`config.mk`:
```
export PLATFORM = sky130hd
export DESIGN_NAME = pstate_ctrl
export DESIGN_NICKNAME = d
export VERILOG_FILES = /design/src/rtl/pstate_ctrl.sv
export SDC_FILE = /design/constraint.sdc
export NUM_CORES = 1
export LEC_CHECK = 0
export ABC_AREA = 1
export ABC_CLOCK_PERIOD_IN_PS = 2600
export BUFFER_PORTS_ARGS = -buffer_cell sky130_fd_sc_hd__buf_2
export CAP_MARGIN = 20
export CORE_AREA = 2 2 39 41
export DETAILED_ROUTE_END_ITERATION = 8
export DIE_AREA = 0 0 41 43
export PLACE_DENSITY = 0.62
export SYNTH_ARGS = -nofsm -noshare
export SYNTH_HDL_FRONTEND = slang
export SYNTH_SLANG_ARGS = --single-unit
export TNS_END_PERCENT = 5
```
`constraint.sdc`:
```
create_clock -name clk -period 2.6 [get_ports clk]
set_clock_uncertainty 0.1 [all_clocks]
set_input_delay 0.13 -clock clk [delete_from_list [all_inputs] [get_ports clk]]
set_output_delay 0.13 -clock clk [all_outputs]
set_load 0.1 [all_outputs]
```
`src/rtl/pstate_ctrl.sv`:
```
module pstate_ctrl #(
  parameter int SETTLE_CYCLES = 4
) (
  input  logic       clk,
  input  logic       rst_n,
  input  logic       st_wr,
  input  logic [1:0] st_code,
  input  logic       soft_rst,
  input  logic       core_cfg_done,
  output logic [7:0] st_word,
  output logic       run_en,
  output logic       pause_en
);
  localparam int CW = $clog2(SETTLE_CYCLES + 1);
  localparam logic [1:0] S_RST   = 2'd0;
  localparam logic [1:0] S_RUN   = 2'd1;
  localparam logic [1:0] S_PAUSE = 2'd3;
  localparam logic [1:0] S_BAD   = 2'd2;

  logic [1:0]    cur_q, tgt_q, tgt_d;
  logic [CW-1:0] cnt_q;
  logic          mrdy_q;

  wire settled = (cnt_q == '0);
  wire req_ok  = st_wr && settled && (st_code != S_BAD);

  always_comb begin
    if (st_code == S_PAUSE)
      tgt_d = (cur_q == S_RUN || cur_q == S_PAUSE) ? S_PAUSE : cur_q;
    else
      tgt_d = st_code;
  end

  always_ff @(posedge clk or negedge rst_n) begin
    if (!rst_n) begin
      cur_q  <= S_RST;
      tgt_q  <= S_RST;
      cnt_q  <= '0;
      mrdy_q <= 1'b0;
    end else if (soft_rst) begin
      cur_q  <= S_RST;
      tgt_q  <= S_RST;
      cnt_q  <= '0;
      mrdy_q <= 1'b0;
    end else begin
      if (core_cfg_done) mrdy_q <= 1'b1;
      if (req_ok) begin
        tgt_q <= tgt_d;
        cnt_q <= CW'(SETTLE_CYCLES);
      end else if (!settled) begin
        cnt_q <= cnt_q - CW'(1);
        if (cnt_q == CW'(1)) cur_q <= tgt_q;
      end
    end
  end

  assign st_word  = {3'b000, mrdy_q, 1'b0, settled, cur_q};
  assign run_en   = settled && (cur_q == S_RUN);
  assign pause_en = settled && (cur_q == S_PAUSE);

  a_r2_change_on_settle: assert property (@(posedge clk) disable iff (!rst_n)
    (st_word[1:0] != $past(st_word[1:0])) |->
      ((st_word[2] && !$past(st_word[2])) || $past(soft_rst)));

  a_r2_accept_drops_flag: assert property (@(posedge clk) disable iff (!rst_n)
    (st_wr && st_word[2] && st_code != 2'd2 && !soft_rst) |=> !st_word[2]);

  a_r3_code2_ignored: assert property (@(posedge clk) disable iff (!rst_n)
    (st_wr && st_word[2] && st_code == 2'd2 && !soft_rst) |=>
      (st_word[2] && $stable(st_word[1:0])));

  a_r4_pause_from_run: assert property (@(posedge clk) disable iff (!rst_n)
    (st_word[1:0] == 2'd3 && $past(st_word[1:0]) != 2'd3) |->
      ($past(st_word[1:0]) == 2'd1));

  a_r6_soft_reset: assert property (@(posedge clk) disable iff (!rst_n)
    soft_rst |=> (st_word[1:0] == 2'd0 && st_word[2] && !st_word[4]));

  a_r8_enables_exclusive: assert property (@(posedge clk) disable iff (!rst_n)
    !st_word[2] |-> !(run_en || pause_en));
endmodule

```
Word level (Yosys, flattened, before mapping)
Cells that the tools add are included.
{ "totals": {"register_bits": 8, "out_inout_bits": 10} }
{ "classes": {"n_addsub": 1, "eq_ne": 8, "mux": 13, "reduce_logical": 10} }
{ "ops": {"columns": ["op", "n"], "rows": [
  ["$mux 2", 8],
  ["$mux 3", 3],
  ["$ne 2x2->1 const B", 3],
  ["$reduce_bool 2->1", 3],
  ["$eq 2x2->1 const B", 2],
  ["$logic_and 1x1->1", 4],
  ["$eq 3x1->1 const B", 1],
  ["$logic_not 3->1", 1],
  ["$ne 3x2->1 const B", 1],
  ["$reduce_and 3->1", 1],
  ["$sub 3x1->3 const B", 1],
  ["$eq 2x1->1 const B", 1],
  ["$mux 1", 2],
  ["$logic_or 1x1->1", 1]
]} }

Longest topological paths before layout
Gate-level depths: netlist of the first run.
{ "logic_depth": {"ltp_word": 6, "mapped_depth": 7, "depth_no_buf": 7} }

Least setup slack after synthesis of the first run
Ideal clock, no wire load.
{ "synth_timing": {"path_type": "register to output", "start": "register cur_q[0]", "end": "output port pause_en", "arrival_ns": 3.214, "t_required_ns": 2.370, "setup_slack_ns": -0.844, "path_stages_with_launch": 3, "path_buffers": 0, "cell_sequence": "dfrtp_1 -> inv_1 -> nor3_1"} }
{ "synth_via": {"elab_chain_len": 2} }
{ "synth_rtl": {"columns": ["item", "line", "source"], "rows": [
  ["start: declaration", "20", "logic [1:0] cur_q, tgt_q, tgt_d;"],
  ["start signal: assignment", "52", "if (cnt_q == CW'(1)) cur_q <= tgt_q;"],
  ["$eq 2x2->1", "59", "assign pause_en = settled && (cur_q == S_PAUSE);"],
  ["$logic_and 1x1->1", "59", null],
  ["end: declaration", "12", "output logic pause_en"]
]} }
Every way passes these cells.

Final worst setup path of the first run
{ "layout_timing": {"start": "register cnt_q[0]", "end": "output port pause_en"} }
{ "layout_via": {"elab_chain_len": 2} }
{ "layout_rtl": {"columns": ["item", "line", "source"], "rows": [
  ["start: declaration", "21", "logic [CW-1:0] cnt_q;"],
  ["start signal: assignment", "49", "cnt_q <= CW'(SETTLE_CYCLES);"],
  ["start signal: assignment", "51", "cnt_q <= cnt_q - CW'(1);"],
  ["$logic_not 3->1", "24", "wire settled = (cnt_q == '0);"],
  ["$logic_and 1x1->1", "59", null]
]} }
Every way passes these cells.

==> flow_summary.json, run 1 <==
{
  "die_w_um": 41,
  "rsz0062_at_grt": "no",
  "area_growth_pct": 18.5,
  "initial_core_util": 0.387,
  "clk_pin_slew_ns": 0.05,
  "p_leak_uw": 0.000358,
  "clk_latency_ns": 0.25,
  "powerDensity_mw_per_mm2": 1160,
  "cts_resized": 0,
  "grt_first_pass_wirelength_mm": 1.51,
  "grt_pass1_vias": 388,
  "timing.final.ws_setup_ns": 0.750,
  "finalHoldViolCount": 0,
  "drv_slew": 0,
  "dr_total_vias": 439,
  "worstPathArrival_ns": 1.62,
  "min_from": "soft_rst",
  "die_y_um": 43,
  "critPathCaptureType": "primary output",
  "clockRootBuffer": "clkbuf_4",
  "grt_max_degree": 9,
  "grt-ovfl-total": 0,
  "finalSetupViolations": 0,
  "r2r-start": "cnt_q[0]",
  "ys_types": 17,
  "synth_area_sq_um": 536,
  "yosysWarnings": 0,
  "dieArea_sq_mm": 0.00176,
  "synth_area_per_cell_sq_um": 7.54,
  "syn_inst": 71,
  "synth_top_area_frac": 0.374,
  "whs_ns": 0.0370,
  "fill_cells": 146,
  "post-route-drc-count": 0,
  "drtIter0Drc": 8,
  "n_antenna_cell": 0,
  "cts_max_path_buffers": 2,
  "path_max_fanout": 3,
  "drive_above_1_share": 0.318,
  "stdcell_area_sq_um": 634,
  "postRouteAntennaNets": 0,
  "core_sq_mm": 0.00138,
  "min_period_over_period": 0.712,
  "place_area_sq_um": 592,
  "rows": 14,
  "antenna_found_initial": 0,
  "globalRouteTotalUtil": 0.135,
  "crit_start": "cnt_q[0]",
  "drt_wl_total_um": 922,
  "ir_worst_vdd_mv": 0.420,
  "cts_made_buffers": 3,
  "fmax_ghz": 0.540,
  "io_buffer_count": 12,
  "power_uw": 739,
  "final_cell_mix": "18 x nand2_1, 12 x buf_2, 9 x inv_1",
  "cp.required_ns": 2.37,
  "fin_crit_ns": 1.85,
  "h-tree-depth": 1,
  "hold_path_class": "input port to flop",
  "synth_seq_cells": 8,
  "layout_commonest_cell": "nand2_1",
  "status": "complete, no violations",
  "globalplace.congestion": 0.729,
  "via_per_inst": 4.35,
  "crit_path_start_kind": "flop",
  "nets": 97,
  "dr.pass1.iters": 3,
  "avgRoutedWirePerCell_um": 9.13,
  "drv_cap": 0,
  "cts_sinks": 8,
  "hpwlAfterDp_um": 758,
  "yosys-top-cells-area": "dfrtp_1 37%, nand2_1 13%, buf_4 8.4%",
  "post-place-ws_ns": 1.01,
  "post_cts_buffers": 0,
  "ys_seq_area_frac": 0.374,
  "crit_type": "flop to primary output",
  "cts_tree": "yes",
  "synth_top_cell_by_area": "dfrtp_1",
  "ioPinCount": 17
}
==> critical path: stages (launching register included) <==
cell     delay (ns)
dfrtp_1        0.39
inv_1          0.10
ha_1           0.22
nand2_1        0.11
nor3_2         0.10
buf_2          0.44
==> per-layer routing <==
metal,wire length [um],track usage
met5,0,0
met4,29,0.120
met1,449,0.189
met3,33,0.0314
met2,409,0.166
==> timing repair <==
item                                    4_1_cts  5_1_grt
endpoints found under the hold margin         9        0
endpoints found under the setup margin        0        0
hold buffers                                  2        0
==> sequential cells by signal, summed over array words and instances, names as in the netlist <==
| signal | count |
|---|---|
| cnt_q | 3 |
| mrdy_q | 1 |
| tgt_q | 2 |
| cur_q | 2 |
==> synth_stat cells <==
library cell  instances
ha_1                  3
dfrtp_1               8
nand2_1              18
a21oi_1               2
o21ai_2               1
nor3_1                2
nor2_2                2
inv_1                 9
nor2_4                1
inv_2                 3
nand3_1               2
nand3_2               3
nor2_1                8
o21ai_0               1
conb_1                1
xor2_1                1
buf_4                 6
==> metrics by stage <==
stage,std cells,util,TNS (ns)
after detailed placement,96,0.428,0
after global placement,96,0.428,0
after floorplan,74,-,-0.0861
after CTS,101,0.458,0
final,101,0.458,0
after global routing,101,0.458,0
==> kinds of logic (layout without fill, tap and decap cells) <==
logic type               Yosys count  count (layout)  synth area share
AO/OA/AOI/OAI                      4               4            0.0444
AND/OR/NAND/NOR                   36              36             0.320
flip-flops                         8               8             0.374
adder cells (fa/ha/maj)            3               3            0.0701
other                              1               4           0.00700
XOR/XNOR                           1               1            0.0164
buffers and inverters             18              29             0.168
==> worst paths after layout <==
path,depth (start not counted),end,slack [ns]
setup reg to reg,7,tgt_q[0],1.23
hold / removal,2,mrdy_q,0.04
hold reg to reg,2,mrdy_q,0.40
min in group asynchronous,2,cur_q[0],0.14
setup / recovery,5,pause_en,0.75
max in group asynchronous,2,mrdy_q,2.09
==> where the power goes <==
part           switching [uW]  internal (uW)  total, uW
logic                     365           96.6        462
registers                27.8            157        184
clock network            39.8           52.7       92.5
==> area by class of cell <==
type	instances	area (sq um)	share of cell area
Clock buffer	3	22.5	0.0355
Inverter	12	45.0	0.0710
Multi-Input combinational cell	48	267	0.420
Sequential cell	8	200	0.316
Tap cell	16	20.0	0.0316
Timing Repair Buffer	14	80.1	0.126
Power figures use the tool's default switching activity.
==> inputs of run 2 (changes only) <==
ABC_CLOCK_PERIOD_IN_PS = 1800   (was 2600)
clock period = 1.8 ns   (was 2.6 ns; I/O delays follow)
==> run 2 against run 1 <==
Against the previous run:
- routed wire length rose by 5.7%
- sequential cell count did not move
- clock power rose by 55%
- die area did not move
- power rose by 63%
- first-iteration DRC count fell by 88%
- via count fell by 1.4%
- hold slack got worse by 0.023 ns
- sequential power rose by 52%
- cell count rose by 2.0%
- worst setup slack got worse by 0.65 ns
- largest cell class unchanged
- combinational power rose by 69%
==> flow_summary.json, run 2 (synthesized netlist as in run 1, its figures left out) <==
{
  "drv_cap": 0,
  "n_antenna_cell": 0,
  "utilization": 0.517,
  "hold_path_class": "input port to flop",
  "grt_first_pass_wirelength_mm": 1.61,
  "die_y_um": 43,
  "ir_worst_vdd_mv": 0.851,
  "grt_pass1_vias": 387,
  "whs_path_depth": 2,
  "drv_slew": 0,
  "drt_wl_total_um": 975,
  "hpwlAfterDp_um": 843,
  "clk_latency_ns": 0.24,
  "path_cells": "inv_1 > ha_1 > nand2_2 > nor3_4 > buf_12",
  "globalRouteTotalUtil": 0.142,
  "drtIter0Drc": 1,
  "top_regs": "cnt_q x3, cur_q x2, tgt_q x2",
  "regToRegEndpoint": "tgt_q[0]",
  "finalSetupTns_ns": 0,
  "layout_commonest_cell": "nand2_1",
  "critPathCaptureType": "primary output",
  "io_buffer_count": 12,
  "finalSetupViolations": 0,
  "holdPathEnd": "cnt_q[2]",
  "cts_sinks": 8,
  "clk_pin_slew_ns": 0.05,
  "area_growth_pct": 33.6,
  "path_max_fanout": 3,
  "p_leak_uw": 0.000379,
  "finalHoldViolCount": 0,
  "globalplace.congestion": 0.722,
  "r2r-start": "cnt_q[0]",
  "clockRootBuffer": "clkbuf_4",
  "max_stage_delay_ns": 0.39,
  "stdcell_area_sq_um": 716,
  "crit_type": "flop to primary output",
  "postRouteAntennaNets": 0,
  "final_cell_mix": "17 x nand2_1, 9 x inv_1, 9 x buf_2",
  "cts_tree": "yes",
  "rows": 14,
  "die_w_um": 41,
  "cp.required_ns": 1.61,
  "stdcell_count": 103,
  "r2r_slack_ns": 0.39,
  "whs_ns": 0.0140,
  "dr.pass1.iters": 4,
  "cts_max_path_buffers": 2,
  "h-tree-depth": 1,
  "placed_cells": 96,
  "dieArea_sq_mm": 0.00176,
  "worstPathArrival_ns": 1.51,
  "dr_total_vias": 433,
  "via_per_inst": 4.20,
  "largest_reg_flops": 3,
  "fill_cells": 144,
  "grt-ovfl-total": 0,
  "initial_core_util": 0.387,
  "place_area_sq_um": 659,
  "crit_start": "cnt_q[0]",
  "ioPinCount": 17,
  "core_sq_mm": 0.00138,
  "crit_path_top_delay_cell": "dfrtp_1",
  "crit_path_start_kind": "flop",
  "nets": 98,
  "powerDensity_mw_per_mm2": 1680,
  "post-route-drc-count": 0,
  "min_period_over_period": 0.946,
  "cts_made_buffers": 3,
  "drive_above_1_share": 0.345,
  "fmax_ghz": 0.587,
  "antenna_found_initial": 0,
  "grt_max_degree": 9,
  "fin_crit_ns": 1.70,
  "rsz0062_at_grt": "no",
  "largest-register": "cnt_q",
  "ff2ff_path_depth": 7,
  "avgRoutedWirePerCell_um": 9.47,
  "min_from": "soft_rst",
  "status": "complete, no violations"
}
==> run 2: layer usage <==
metal	vias to the layer above	GRT usage	wire [um]
met1	186	0.193	457
li1	238	-	-
met4	0	0.100	15
met5	-	0	0
met3	2	0.0314	28
met2	7	0.191	474
==> run 2: cell type report <==
cell class / instances / area (sq um) / area share
Sequential cell: 8 / 208 / 0.290
Inverter: 12 / 45.0 / 0.0629
Clock buffer: 4 / 26.3 / 0.0367
Multi-Input combinational cell: 48 / 282 / 0.393
Timing Repair Buffer: 15 / 135 / 0.189
Tap cell: 16 / 20.0 / 0.0280
==> run 2: how the worst max path moves through the flow <==
stage / to / cells past startpoint
after floorplan: pause_en / 4
after global placement: run_en / 5
after detailed placement: run_en / 5
after CTS: run_en / 5
after global routing: pause_en / 5
final: run_en / 5
==> run 2: repair_timing <==
action / CTS / global route
hold endpoints to repair: 9 / 0
hold buffers: 3 / 0
buffers inserted: 0 / 0
resized for setup: 0 / 0
==> run 2: worst max-delay path, delay by kind of cell (launching register included) <==
kind	cells	cell delay (ns)
fa+ha+maj	1	0.24
buf+inv	2	0.30
flops	1	0.39
simple gates	2	0.35
==> run 2: through the flow <==
stage	setup slack, ns	power [uW]
final	0.0966	1200
after global routing	0.00888	1280
after CTS	0.0738	1220
after detailed placement	0.343	1070
after global placement	0.372	1050
after floorplan	0.00122	909
==> run 2: power by group <==
part	internal (uW)	total, uW	switching (uW)
Clock	84.6	143	58.7
Sequential	236	280	43.9
Combinational	214	780	566
Total	534	1200	669
